<file path="src/rtl/xcvr_pkg.sv">
package xcvr_pkg;

    // Decoded state of one direction
    typedef struct packed {
        logic pass;   // bank open: source flows through and is sampled
        logic drive;  // destination port actively driven
    } dir_ctl_t;

    typedef enum logic [1:0] {
        BANK_HOLD  = 2'b00,
        BANK_OPEN  = 2'b01
    } bank_mode_e;

endpackage

</file>
<file path="src/rtl/xcvr_dir_ctrl.sv">
module xcvr_dir_ctrl
    import xcvr_pkg::*;
(
    input  logic     sel_n,
    input  logic     lat_n,
    input  logic     drv_n,
    output dir_ctl_t ctl
);

    always_comb begin
        ctl       = '0;
        // bank opens only when the direction is selected and the latch is open
        ctl.pass  = ~sel_n & ~lat_n;
        // output drive needs both the direction select and the output control
        ctl.drive = ~sel_n & ~drv_n;
    end

endmodule

</file>
<file path="src/rtl/xcvr_hold_bank.sv">
module xcvr_hold_bank
    import xcvr_pkg::*;
#(
    parameter int WIDTH = 8
) (
    input  logic             clk,
    input  logic             rst_n,
    input  dir_ctl_t         ctl,
    input  logic [WIDTH-1:0] src,
    output logic [WIDTH-1:0] dst,
    output logic [WIDTH-1:0] dst_oe
);

    typedef struct packed {
        logic [WIDTH-1:0] held;
    } bank_state_t;

    bank_state_t      st_d, st_q;
    bank_mode_e       mode;
    logic [WIDTH-1:0] view;

    always_comb begin
        st_d = st_q;
        mode = ctl.pass ? BANK_OPEN : BANK_HOLD;
        if (mode == BANK_OPEN) begin
            st_d.held = src;
        end
        // open bank is transparent; closed bank shows its stored word
        view   = (mode == BANK_OPEN) ? src : st_q.held;
        dst    = ctl.drive ? view : '0;
        dst_oe = {WIDTH{ctl.drive}};
    end

    always_ff @(posedge clk or negedge rst_n) begin
        if (!rst_n) begin
            st_q <= '0;
        end else begin
            st_q <= st_d;
        end
    end

endmodule

</file>
<file path="src/rtl/latched_bus_xcvr.sv">
module latched_bus_xcvr
    import xcvr_pkg::*;
#(
    parameter int WIDTH = 8
) (
    input  logic             clk,
    input  logic             rst_n,
    input  logic [WIDTH-1:0] a_in,
    output logic [WIDTH-1:0] a_out,
    output logic [WIDTH-1:0] a_oe,
    input  logic [WIDTH-1:0] b_in,
    output logic [WIDTH-1:0] b_out,
    output logic [WIDTH-1:0] b_oe,
    input  logic             ab_sel_n,
    input  logic             ab_lat_n,
    input  logic             ab_drv_n,
    input  logic             ba_sel_n,
    input  logic             ba_lat_n,
    input  logic             ba_drv_n
);

    localparam int NDIR = 2;  // index 0: A to B, index 1: B to A

    logic     [NDIR-1:0]            sel_n, lat_n, drv_n;
    logic     [NDIR-1:0][WIDTH-1:0] src, dst, dst_oe;
    dir_ctl_t [NDIR-1:0]            ctl;

    assign sel_n = {ba_sel_n, ab_sel_n};
    assign lat_n = {ba_lat_n, ab_lat_n};
    assign drv_n = {ba_drv_n, ab_drv_n};
    assign src   = {b_in, a_in};

    for (genvar g = 0; g < NDIR; g++) begin : g_dir
        xcvr_dir_ctrl u_ctl (
            .sel_n (sel_n[g]),
            .lat_n (lat_n[g]),
            .drv_n (drv_n[g]),
            .ctl   (ctl[g])
        );

        xcvr_hold_bank #(.WIDTH(WIDTH)) u_bank (
            .clk    (clk),
            .rst_n  (rst_n),
            .ctl    (ctl[g]),
            .src    (src[g]),
            .dst    (dst[g]),
            .dst_oe (dst_oe[g])
        );
    end

    assign b_out = dst[0];
    assign b_oe  = dst_oe[0];
    assign a_out = dst[1];
    assign a_oe  = dst_oe[1];


    ab_drive_on_chk: assert property (@(posedge clk) disable iff (!rst_n)
        (!ab_sel_n && !ab_drv_n) |-> (b_oe == '1));

    ab_float_chk: assert property (@(posedge clk) disable iff (!rst_n)
        (ab_sel_n || ab_drv_n) |-> (b_oe == '0 && b_out == '0));

    ab_follow_chk: assert property (@(posedge clk) disable iff (!rst_n)
        (!ab_sel_n && !ab_lat_n && !ab_drv_n) |-> (b_out == a_in));

    ab_capture_chk: assert property (@(posedge clk) disable iff (!rst_n)
        ($past(rst_n) && $past(!ab_sel_n && !ab_lat_n) && !ab_sel_n && ab_lat_n && !ab_drv_n)
        |-> (b_out == $past(a_in)));

    ab_hold_chk: assert property (@(posedge clk) disable iff (!rst_n)
        ($past(rst_n) && $past(ab_sel_n || ab_lat_n) && $past(!ab_sel_n && !ab_drv_n)
         && !ab_sel_n && ab_lat_n && !ab_drv_n) |-> $stable(b_out));

    ba_follow_chk: assert property (@(posedge clk) disable iff (!rst_n)
        (!ba_sel_n && !ba_lat_n && !ba_drv_n) |-> (a_out == b_in));

    ba_float_chk: assert property (@(posedge clk) disable iff (!rst_n)
        (ba_sel_n || ba_drv_n) |-> (a_oe == '0 && a_out == '0));

    ba_capture_chk: assert property (@(posedge clk) disable iff (!rst_n)
        ($past(rst_n) && $past(!ba_sel_n && !ba_lat_n) && !ba_sel_n && ba_lat_n && !ba_drv_n)
        |-> (a_out == $past(b_in)));

endmodule

</file>
<file path="config.mk">
export PLATFORM = sky130hd
export DESIGN_NAME = latched_bus_xcvr
export DESIGN_NICKNAME = d
export VERILOG_FILES = /design/src/rtl/xcvr_pkg.sv /design/src/rtl/xcvr_dir_ctrl.sv /design/src/rtl/xcvr_hold_bank.sv /design/src/rtl/latched_bus_xcvr.sv
export SDC_FILE = /design/constraint.sdc
export NUM_CORES = 1
export LEC_CHECK = 0
export CAP_MARGIN = 30
export CORE_MARGIN = 8
export CORE_UTILIZATION = 60
export DETAILED_ROUTE_END_ITERATION = 10
export DONT_BUFFER_PORTS = 1
export PLACE_DENSITY_LB_ADDON = 0.2
export SLEW_MARGIN = 20
export SYNTH_ARGS = -nofsm -noshare
export SYNTH_HDL_FRONTEND = slang
export SYNTH_HIERARCHICAL = 1
export SYNTH_SLANG_ARGS = --single-unit
</file>
<file path="constraint.sdc">
create_clock -name clk -period 1.1 [get_ports clk]
set_input_delay 0.11 -clock clk [delete_from_list [all_inputs] [get_ports clk]]
set_output_delay 0.11 -clock clk [all_outputs]
set_load 0.01 [all_outputs]
</file>
== Yosys cells after proc, flatten, opt, wreduce, memory -nomap -nowiden ==
Cells that the tools add are included.

* Equality and inequality tests: 2
* Muxes and demuxes: 6
* Bitwise operators: 10

{| class="wikitable"
|+ Operator list
! operator !! number
|-
| $mux 8 || 4
|-
| $not 1->1 || 6
|-
| $and 1x1->1 || 4
|-
| $eq 2x1->1 const B || 2
|-
| $mux 1 || 2
|}

* Bits in registers: 16
* Input port bits: 24
* Output and inout port bits: 32
* Word-level logic and storage cells: 20

== Logic depth before layout (Yosys ltp) ==
Gate-level depths: netlist of the first run.

* Word-level depth: 6
* Mapped depth: 4
* Mapped depth without buffers: 3

== Hierarchy ==
The synthesis of the first run kept the hierarchy.

{| class="wikitable"
|+ Modules (own cells, without submodules)
! module !! times used !! cells each !! area each (sq um)
|-
| xcvr_hold_bank || 2 || 33 || 444.2
|-
| xcvr_dir_ctrl || 2 || 2 || 7.5
|}

== Worst setup path after synthesis of the first run ==
OpenSTA, ideal clock, no wires.

* Kind: input port to output port
* Start: input port ba_sel_n
* End: output port a_out[0]
* Data arrival time: 0.861 ns
* Path slack: 0.129 ns
* Stages: 4
* Cells stage by stage: nor2_1 buf_6 mux2_4 and2_1

* Cells in the longest elaborated chain, start to end: 6
* Elaborated cells on any way between the ends: 7
* Those cells by class: eq/ne: 1; mux: 3; bitwise: 3

{| class="wikitable"
|+ Ends and longest elaborated chain
! what !! RTL line !! RTL
|-
| from (decl) || latched_bus_xcvr.sv:17 || <nowiki>input logic ba_sel_n,</nowiki>
|-
| $not 1->1 * || xcvr_dir_ctrl.sv:13, xcvr_dir_ctrl.sv:15 ||
|-
| $and 1x1->1 || xcvr_dir_ctrl.sv:13 || <nowiki>ctl.pass = ~sel_n & ~lat_n;</nowiki>
|-
| $mux 1 || xcvr_hold_bank.sv:24 || <nowiki>mode = ctl.pass ? BANK_OPEN : BANK_HOLD;</nowiki>
|-
| $eq 2x1->1 || xcvr_hold_bank.sv:29 || <nowiki>view = (mode == BANK_OPEN) ? src : st_q.held;</nowiki>
|-
| $mux 8 || -- ||
|-
| $mux 8 * || xcvr_hold_bank.sv:30 || <nowiki>dst = ctl.drive ? view : '0;</nowiki>
|-
| to (decl) || latched_bus_xcvr.sv:9 || <nowiki>output logic [WIDTH-1:0] a_out,</nowiki>
|}

Mark *: on every way between the ends. The rest lies on a longest branch, timed or not.

== Final worst setup path of the first run ==
* Start: register g_dir[0].u_bank/st_q[3] (netlist bit)
* End: output port b_out[3]

* Cells in the longest elaborated chain, start to end: 2

{| class="wikitable"
|+ Ends and longest elaborated chain
! what !! RTL line !! RTL
|-
| from (decl) || xcvr_hold_bank.sv:18 || <nowiki>bank_state_t st_d, st_q;</nowiki>
|-
| from (signal assigned) || xcvr_hold_bank.sv:38 || <nowiki>st_q <= st_d;</nowiki>
|-
| $mux 8 || xcvr_hold_bank.sv:29 ||
|-
| $mux 8 || xcvr_hold_bank.sv:30 ||
|-
| to (decl) || latched_bus_xcvr.sv:12 || <nowiki>output logic [WIDTH-1:0] b_out,</nowiki>
|}

No other way between the ends.

==> impl_metrics.env, run 1 <==
export IMPL_outcome="complete, but fails checks"
export IMPL_violations="negative hold slack, negative setup slack"
export IMPL_holdPathStages=1
export IMPL_top_register="g_dir.u_bank/st_q"
export IMPL_worst_pin_slew_ns=0.721
export IMPL_crit_chain="mux2_4 -> and2_4"
export IMPL_wl_met3_um=226
export IMPL_setup_tns_ns=-1.68
export IMPL_antennaDiodeCount=0
export IMPL_synth_seq_cells=16
export IMPL_cp_arrival_ns=1.10
export IMPL_route_vias_total=442
export IMPL_syn_area_per_cell_sq_um=12.9
export IMPL_largest_reg_flops=16
export IMPL_fmax_mhz=824
export IMPL_met2_length_um=855
export IMPL_htreeDepth=1
export IMPL_slowest_delay_ns=0.37
export IMPL_dominantRegCellSynth="dfrtp_1"
export IMPL_setup_violations=16
export IMPL_die_y_um=54.8
export IMPL_synth_top_area_cell="dfrtp_1"
export IMPL_ioPinCount=56
export IMPL_grt_max_degree=17
export IMPL_stdcell_area_sq_um=927
export IMPL_clockBufferDepth=2
export IMPL_powerDensity_nw_per_um2=1540
export IMPL_synthArstFlopShare=1.00
export IMPL_grt_overflow_total=0
export IMPL_finalMaxSlewViolations=0
export IMPL_insertion_delay_ns=0.28
export IMPL_antenna_found_initial=0
export IMPL_nets=90
export IMPL_first_pass_iters=2
export IMPL_critical_path_max_fanout=2
export IMPL_worstSetupEndpointType="output pin"
export IMPL_ys_seq_area_frac=0.443
export IMPL_ir_worst_vdd_v=0.000868
export IMPL_slew_headroom=0.518
export IMPL_grt_pass1_wl_um=2610
export IMPL_final_util=0.638
export IMPL_critPathTopFamily="flip-flops"
export IMPL_syn_instance_count=70
export IMPL_whs_ns=-0.0178
export IMPL_drc=0
export IMPL_finalCriticalPeriod_ns=1.21
export IMPL_startpoint_type="flop"
export IMPL_reg2reg_depth=2
export IMPL_synth_net_count=94
export IMPL_die_area_sq_um=3000
export IMPL_cp_endpoint="b_out[3]"
export IMPL_cts_sinks=16
export IMPL_grt_pass1_vias=517
export IMPL_area_growth_pct=2.63
export IMPL_worstReg2RegStart="g_dir[0].u_bank/st_q[6]"
export IMPL_placed_area_sq_um=831
export IMPL_drt_total_wl_um=1720
export IMPL_path_clk_slew_ns=0.09
export IMPL_cts_buffers_inserted=3
export IMPL_drtAntennaViolNets=0
export IMPL_wl_per_cell_um=21.2
export IMPL_drive_gt1_frac=0.708
export IMPL_port_buffers=0
export IMPL_power_mw=1.43
export IMPL_vias_per_cell=5.46
export IMPL_gp_congestion=0.693
export IMPL_ys_types=7
export IMPL_core_area_sq_um=1450
export IMPL_m1WireLength_um=639
export IMPL_power_static_leakage_nw=0.452
export IMPL_drtIter0Drc=4
export IMPL_yosysWarnings=6
export IMPL_hold_class="in2reg"
export IMPL_cts_root_buf="clkbuf_4"
export IMPL_largest_registers="g_dir.u_bank/st_q: 16 flops"
export IMPL_worstPathRequired_ns=0.99
export IMPL_hpwlAfterDp_um=1300
export IMPL_dieWidth_um=54.8
export IMPL_cts_tree="built"
export IMPL_rsz0062_at_grt="yes"
export IMPL_synth_area_top_cells="dfrtp_1 44%, mux2_4 27%, buf_4 13%"
export IMPL_r2r_setup_slack_ns=0.22
export IMPL_path_depth=2
export IMPL_r2r_end="g_dir[0].u_bank/st_q[6]"
export IMPL_yosys_top_cells_count="16 x buf_4, 16 x dfrtp_1, 16 x mux2_4"
export IMPL_synth_top_area_share=0.443
export IMPL_fin_ws_ns=-0.114
export IMPL_start_util=0.621
export IMPL_grt_usage=0.122
export IMPL_slowest_stage="dfrtp_1"
export IMPL_maxCapViolations=0
export IMPL_hold_violations=14
export IMPL_post_route_period_util=1.10
export IMPL_cp_startpoint="g_dir[0].u_bank/st_q[3]"
export IMPL_top_layer_used="met3"
export IMPL_worst_path_buf_inv=0
export IMPL_critPathKind="reg2out"
export IMPL_synth_edf_count=0
export IMPL_row_count=14
export IMPL_ctsHoldBuffers=1
export IMPL_syn_area_sq_um=903
export IMPL_fin_worst_skew_ns=0
## final cells by class
class / instances / area [sq um]
sequential: 16 / 400
timing repair buffer: 9 / 70.1
clock buffer: 4 / 36.3
fill: 118 / 527
tap: 16 / 20.0
multi-input combinational: 36 / 400
## power breakdown
group          internal [mW]  total, mW  switching (mW)
Combinational          0.201      0.349           0.148
Sequential             0.673      0.700          0.0261
Clock                  0.201      0.382           0.181
## logic make-up (layout without fill, tap and decap cells)
group	Yosys count	in the layout	share of synthesized area
AND/OR/NAND/NOR	20	20	0.133
buffers and inverters	18	13	0.158
flip-flops	16	16	0.443
multiplexers	16	16	0.266
## layer usage
metal | track usage | vias up
met5 | 0 | -
met4 | 0.0492 | 0
met3 | 0.0679 | 0
met2 | 0.187 | 19
met1 | 0.139 | 226
li1 | - | 197
## cell usage in the layout (no fill, tap or decap)
cell type,n
and2_4,16
clkbuf_4,3
buf_4,8
dfrtp_1,16
dlygate4sd3_1,1
clkbuf_8,1
mux2_4,16
nor2_2,2
nor2_1,2
## timing repair
action	4_1_cts	5_1_grt
setup endpoints to repair	16	16
gates resized for setup	14	0
pin swaps	0	0
setup buffers	2	0
endpoints found under the hold margin	30	14
## how the worst min path moves through the flow
| stage | startpoint | endpoint | slack, ns |
|---|---|---|---|
| global placement | rst_n | g_dir[0].u_bank/st_q[2] | -0.19 |
| floorplan | rst_n | g_dir[0].u_bank/st_q[0] | -0.19 |
| CTS | b_in[5] | g_dir[1].u_bank/st_q[5] | -0.03 |
| global route | b_in[5] | g_dir[1].u_bank/st_q[5] | -0.05 |
| detailed placement | rst_n | g_dir[0].u_bank/st_q[2] | -0.19 |
| finish | a_in[2] | g_dir[0].u_bank/st_q[2] | -0.02 |
## metrics by stage
step           instances  setup slack (ns)
5_1_grt               81            -0.166
2_1_floorplan         70             0.129
4_1_cts               81            -0.131
3_5_place_dp          74            0.0344
3_3_place_gp          74            0.0937
6_report              81            -0.114
Note: power is estimated with default switching activity, not from simulation.
==> run 2: changes to the inputs <==
- PLACE_DENSITY: not set -> 0.84
- PLACE_DENSITY_LB_ADDON: 0.2 -> not set
==> impl_metrics.env, run 2 (synthesis gave the netlist of run 1 again) <==
export IMPL_post_route_period_util=1.10
export IMPL_clockBufferDepth=2
export IMPL_min_to="g_dir[1].u_bank/st_q[4]"
export IMPL_htreeDepth=1
export IMPL_rsz0062_at_grt="yes"
export IMPL_powerDensity_nw_per_um2=1470
export IMPL_top_layer_used="met4"
export IMPL_drive_gt1_frac=0.698
export IMPL_largest_registers="g_dir.u_bank/st_q: 16 flops"
export IMPL_gp_congestion=0.658
export IMPL_antenna_found_initial=0
export IMPL_m1WireLength_um=580
export IMPL_wl_per_cell_um=20.4
export IMPL_finalCriticalPeriod_ns=1.21
export IMPL_outcome="complete, but fails checks"
export IMPL_hold_class="in2reg"
export IMPL_die_area_sq_um=3000
export IMPL_fillers=119
export IMPL_die_y_um=54.8
export IMPL_grt_pass1_vias=471
export IMPL_top_register="g_dir.u_bank/st_q"
export IMPL_fmax_mhz=824
export IMPL_slew_headroom=0.524
export IMPL_violations="negative hold slack, negative setup slack"
export IMPL_worst_pin_slew_ns=0.712
export IMPL_grt_overflow_total=0
export IMPL_drtIter0Drc=1
export IMPL_r2r_setup_slack_ns=0.23
export IMPL_ir_worst_vdd_v=0.000980
export IMPL_wl_met3_um=183
export IMPL_layout_common_cells="16 x mux2_4, 16 x and2_4, 16 x dfrtp_1"
export IMPL_first_pass_iters=4
export IMPL_slowest_delay_ns=0.38
export IMPL_stdcell_area_sq_um=906
export IMPL_r2r_end="g_dir[0].u_bank/st_q[7]"
export IMPL_core_area_sq_um=1450
export IMPL_placed_area_sq_um=831
export IMPL_critPathKind="reg2out"
export IMPL_setup_violations=16
export IMPL_hold_violations=15
export IMPL_cts_buffers_inserted=3
export IMPL_grt_max_degree=17
export IMPL_grt_usage=0.106
export IMPL_fin_ws_ns=-0.113
export IMPL_worstSetupEndpointType="output pin"
export IMPL_cts_sinks=16
export IMPL_nets=89
export IMPL_cts_root_buf="clkbuf_4"
export IMPL_route_vias_total=439
export IMPL_start_util=0.621
export IMPL_critical_path_max_fanout=2
export IMPL_slowest_stage="dfrtp_1"
export IMPL_reg2reg_depth=2
export IMPL_drc=0
export IMPL_cp_arrival_ns=1.10
export IMPL_cts_tree="built"
export IMPL_port_buffers=0
export IMPL_insertion_delay_ns=0.28
export IMPL_setup_tns_ns=-1.58
export IMPL_startpoint_type="flop"
export IMPL_drt_total_wl_um=1610
export IMPL_largest_reg_flops=16
export IMPL_dieWidth_um=54.8
export IMPL_whs_ns=-0.0129
export IMPL_holdPathStages=1
export IMPL_fin_worst_skew_ns=0
export IMPL_path_clk_slew_ns=0.09
export IMPL_area_growth_pct=0.277
export IMPL_antennaDiodeCount=0
export IMPL_crit_chain="mux2_4 -> and2_4"
export IMPL_min_from="b_in[4]"
export IMPL_hpwlAfterDp_um=1210
export IMPL_vias_per_cell=5.56
export IMPL_finalMaxSlewViolations=0
export IMPL_row_count=14
export IMPL_worstPathRequired_ns=0.99
export IMPL_ioPinCount=56
export IMPL_ctsHoldBuffers=1
export IMPL_drtAntennaViolNets=0
export IMPL_power_static_leakage_nw=0.440
export IMPL_grt_pass1_wl_um=2320
export IMPL_maxCapViolations=0
export IMPL_worstReg2RegStart="g_dir[0].u_bank/st_q[7]"
export IMPL_met2_length_um=837
## run 2: cell count changes in the layout (fill, tap and decap cells not counted), sizes merged
cell and change:
buf -1, clkbuf -1
## run 2: cell type report
class / instances / area (sq um) / area share
Tap cell: 16 / 20.0 / 0.0221
Multi-Input combinational cell: 36 / 400 / 0.442
Timing Repair Buffer: 8 / 62.6 / 0.0691
Sequential cell: 16 / 400 / 0.442
Clock buffer: 3 / 22.5 / 0.0249
## run 2: worst max-delay path by stage
stage / start / to / slack (ns) / cells past startpoint
global route: g_dir[0].u_bank/st_q[4] / b_out[4] / -0.15 / 2
global placement: ab_sel_n / b_out[4] / 0.07 / 4
detailed placement: ba_sel_n / a_out[3] / 0.06 / 4
floorplan: ba_sel_n / a_out[0] / 0.13 / 4
finish: g_dir[0].u_bank/st_q[4] / b_out[4] / -0.11 / 2
CTS: g_dir[1].u_bank/st_q[6] / a_out[6] / -0.12 / 2
## run 2: where the power goes
group          switching [mW]  total, mW  leakage, nW  internal (mW)
Combinational           0.144      0.339        0.238          0.195
Sequential             0.0250      0.698        0.188          0.673
Clock                   0.169      0.295       0.0138          0.127
Total                   0.338       1.33        0.440          0.995
## run 2: critical path, delay by kind of cell, from the launching register on
family           cells  cell delay, ns
multiplexers         1            0.28
AND/OR/NAND/NOR      1            0.17
flip-flops           1            0.38
## run 2: what timing repair did
item	4_1_cts	5_1_grt
buffers inserted	1	0
endpoints found under the hold margin	31	15
resized for setup	14	0
endpoints found under the setup margin	16	16
## run 2: routing by layer
metal	up-vias	GRT usage
met5	-	0
met4	0	0.0615
met3	2	0.0516
met2	16	0.160
met1	224	0.119
li1	197	-
## run 2: per-stage QoR
step / util / instances / total power, mW / setup WS [ns]
floorplan: - / 70 / 0.991 / 0.129
global placement: 0.571 / 74 / 0.988 / 0.0693
detailed placement: 0.571 / 74 / 0.994 / 0.0625
CTS: 0.623 / 79 / 1.35 / -0.121
global route: 0.623 / 79 / 1.40 / -0.149
finish: 0.623 / 79 / 1.33 / -0.113
==> run 3: changes to the inputs <==
- BUFFER_PORTS_ARGS: not set -> -buffer_cell sky130_fd_sc_hd__buf_2
- CORE_ASPECT_RATIO: not set -> 1.5
- CORE_UTILIZATION: 60 -> 42
- DONT_BUFFER_PORTS: 1 -> not set
- PLACE_DENSITY: 0.84 -> 0.87
==> impl_metrics.env, run 3 (synthesis gave the netlist of run 1 again) <==
export IMPL_outcome="complete, but fails checks"
export IMPL_violations="negative setup slack"
export IMPL_cts_root_buf="clkbuf_4"
export IMPL_clock_power_share=0.236
export IMPL_min_from="a_in[0]"
export IMPL_ioPinCount=56
export IMPL_power_mw=1.58
export IMPL_cp_arrival_ns=1.21
export IMPL_slew_headroom=0.762
export IMPL_dieWidth_um=53.9
export IMPL_grt_pass1_wl_um=3480
export IMPL_grt_overflow_total=0
export IMPL_largest_reg_flops=16
export IMPL_power_static_leakage_nw=0.726
export IMPL_path_clk_slew_ns=0.09
export IMPL_antenna_found_initial=0
export IMPL_worstSetupEndpointType="output pin"
export IMPL_die_area_sq_um=3920
export IMPL_drtAntennaViolNets=0
export IMPL_startpoint_type="flop"
export IMPL_final_util=0.641
export IMPL_grt_usage=0.116
export IMPL_setup_violations=16
export IMPL_powerDensity_nw_per_um2=1220
export IMPL_insertion_delay_ns=0.28
export IMPL_finalCriticalPeriod_ns=1.32
export IMPL_top_usage_layer="met2"
export IMPL_swShare=0.245
export IMPL_cts_sinks=16
export IMPL_min_to="g_dir[0].u_bank/st_q[0]"
export IMPL_core_area_sq_um=2030
export IMPL_hpwlAfterDp_um=1640
export IMPL_hold_violations=0
export IMPL_layout_commonest_cell="buf_2"
export IMPL_p_sw_uw=387
export IMPL_grt_max_degree=17
export IMPL_vias_per_cell=4.66
export IMPL_critPathKind="reg2out"
export IMPL_top_register="g_dir.u_bank/st_q"
export IMPL_area_growth_pct=43.9
export IMPL_drc=0
export IMPL_drtIter0Drc=10
export IMPL_wl_per_cell_um=15.2
export IMPL_seq_power_share=0.442
export IMPL_first_pass_iters=4
export IMPL_port_buffers=55
export IMPL_worstPathRequired_ns=0.99
export IMPL_met2_usage=0.184
export IMPL_drive_gt1_frac=0.798
export IMPL_r2r_end="g_dir[1].u_bank/st_q[1]"
export IMPL_gp_congestion=0.766
export IMPL_holdPathStages=2
export IMPL_r2r_setup_slack_ns=0.12
export IMPL_post_route_period_util=1.20
export IMPL_use_met3=0.0653
export IMPL_cts_tree="built"
export IMPL_placed_area_sq_um=1110
export IMPL_start_util=0.446
export IMPL_largest_registers="g_dir.u_bank/st_q: 16 flops"
export IMPL_route_vias_total=681
export IMPL_layout_common_cells="43 x buf_2, 16 x mux2_4, 16 x dfrtp_1"
export IMPL_fin_ws_ns=-0.216
export IMPL_nets=149
export IMPL_reg2reg_depth=3
export IMPL_maxCapViolations=0
export IMPL_hold_class="in2reg"
export IMPL_ir_worst_vdd_v=0.000659
export IMPL_clockBufferDepth=2
export IMPL_fmax_mhz=760
export IMPL_fillers=151
export IMPL_worst_pin_slew_ns=0.356
export IMPL_grt_util_met1=0.122
export IMPL_p_comb_frac=0.322
export IMPL_die_y_um=72.8
export IMPL_setup_tns_ns=-3.03
export IMPL_row_count=20
export IMPL_stdcell_area_sq_um=1300
export IMPL_grt_pass1_vias=781
export IMPL_critical_path_max_fanout=2
export IMPL_cp_startpoint="g_dir[0].u_bank/st_q[1]"
export IMPL_antennaDiodeCount=0
export IMPL_fin_worst_skew_ns=0
export IMPL_cts_buffers_inserted=3
export IMPL_drt_total_wl_um=2220
export IMPL_worstReg2RegStart="g_dir[1].u_bank/st_q[1]"
export IMPL_htreeDepth=1
export IMPL_p_int_mw=1.20
export IMPL_rsz0062_at_grt="yes"
export IMPL_finalMaxSlewViolations=0
[run 3: area by class of cell]
type	instances	area, sq um	area share
clock buffer	4	36.3	0.0279
sequential	16	400	0.308
tap	22	27.5	0.0212
multi-input combinational	36	385	0.296
timing repair buffer	68	450	0.346
[run 3: how the worst max path moves through the flow]
stage	end	slack [ns]
2_1_floorplan	a_out[0]	0.13
5_1_grt	b_out[0]	-0.28
4_1_cts	b_out[0]	-0.25
3_3_place_gp	a_out[4]	-0.12
6_report	b_out[1]	-0.22
3_5_place_dp	a_out[4]	-0.16
[run 3: power groups by stage]
stage | logic, mW | registers (mW) | clock network, mW
after floorplan | 0.289 | 0.701 | 0
after global placement | 0.384 | 0.710 | 0
after detailed placement | 0.398 | 0.711 | 0
after CTS | 0.469 | 0.701 | 0.398
after global routing | 0.549 | 0.710 | 0.424
final | 0.509 | 0.700 | 0.374
[run 3: metrics by stage]
step           cells  setup slack, ns  hold slack, ns
2_1_floorplan     70            0.129          -0.186
3_3_place_gp     135           -0.124          0.0382
3_5_place_dp     135           -0.155          0.0433
4_1_cts          145           -0.247          0.0514
5_1_grt          146           -0.285          0.0505
6_report         146           -0.216          0.0694
[run 3: worst max-delay path, cell delays in order (launching register included)]
cell and delay [ns]:
dfrtp_1 0.38, mux2_4 0.27, and2_1 0.15, buf_2 0.13
[run 3: metal layers]
layer / share of wire / wire (um)
met2: 0.44 / 984
met4: 0.0036 / 8
met1: 0.39 / 856
met5: 0 / 0
met3: 0.17 / 366
[run 3: repair_timing]
| item | CTS | global route |
|---|---|---|
| hold endpoints to repair | 16 | 0 |
| hold buffers | 1 | 0 |
| gates resized for setup | 10 | 12 |
| pin swaps | 13 | 0 |
| setup buffers | 5 | 1 |
| endpoints found under the setup margin | 16 | 16 |
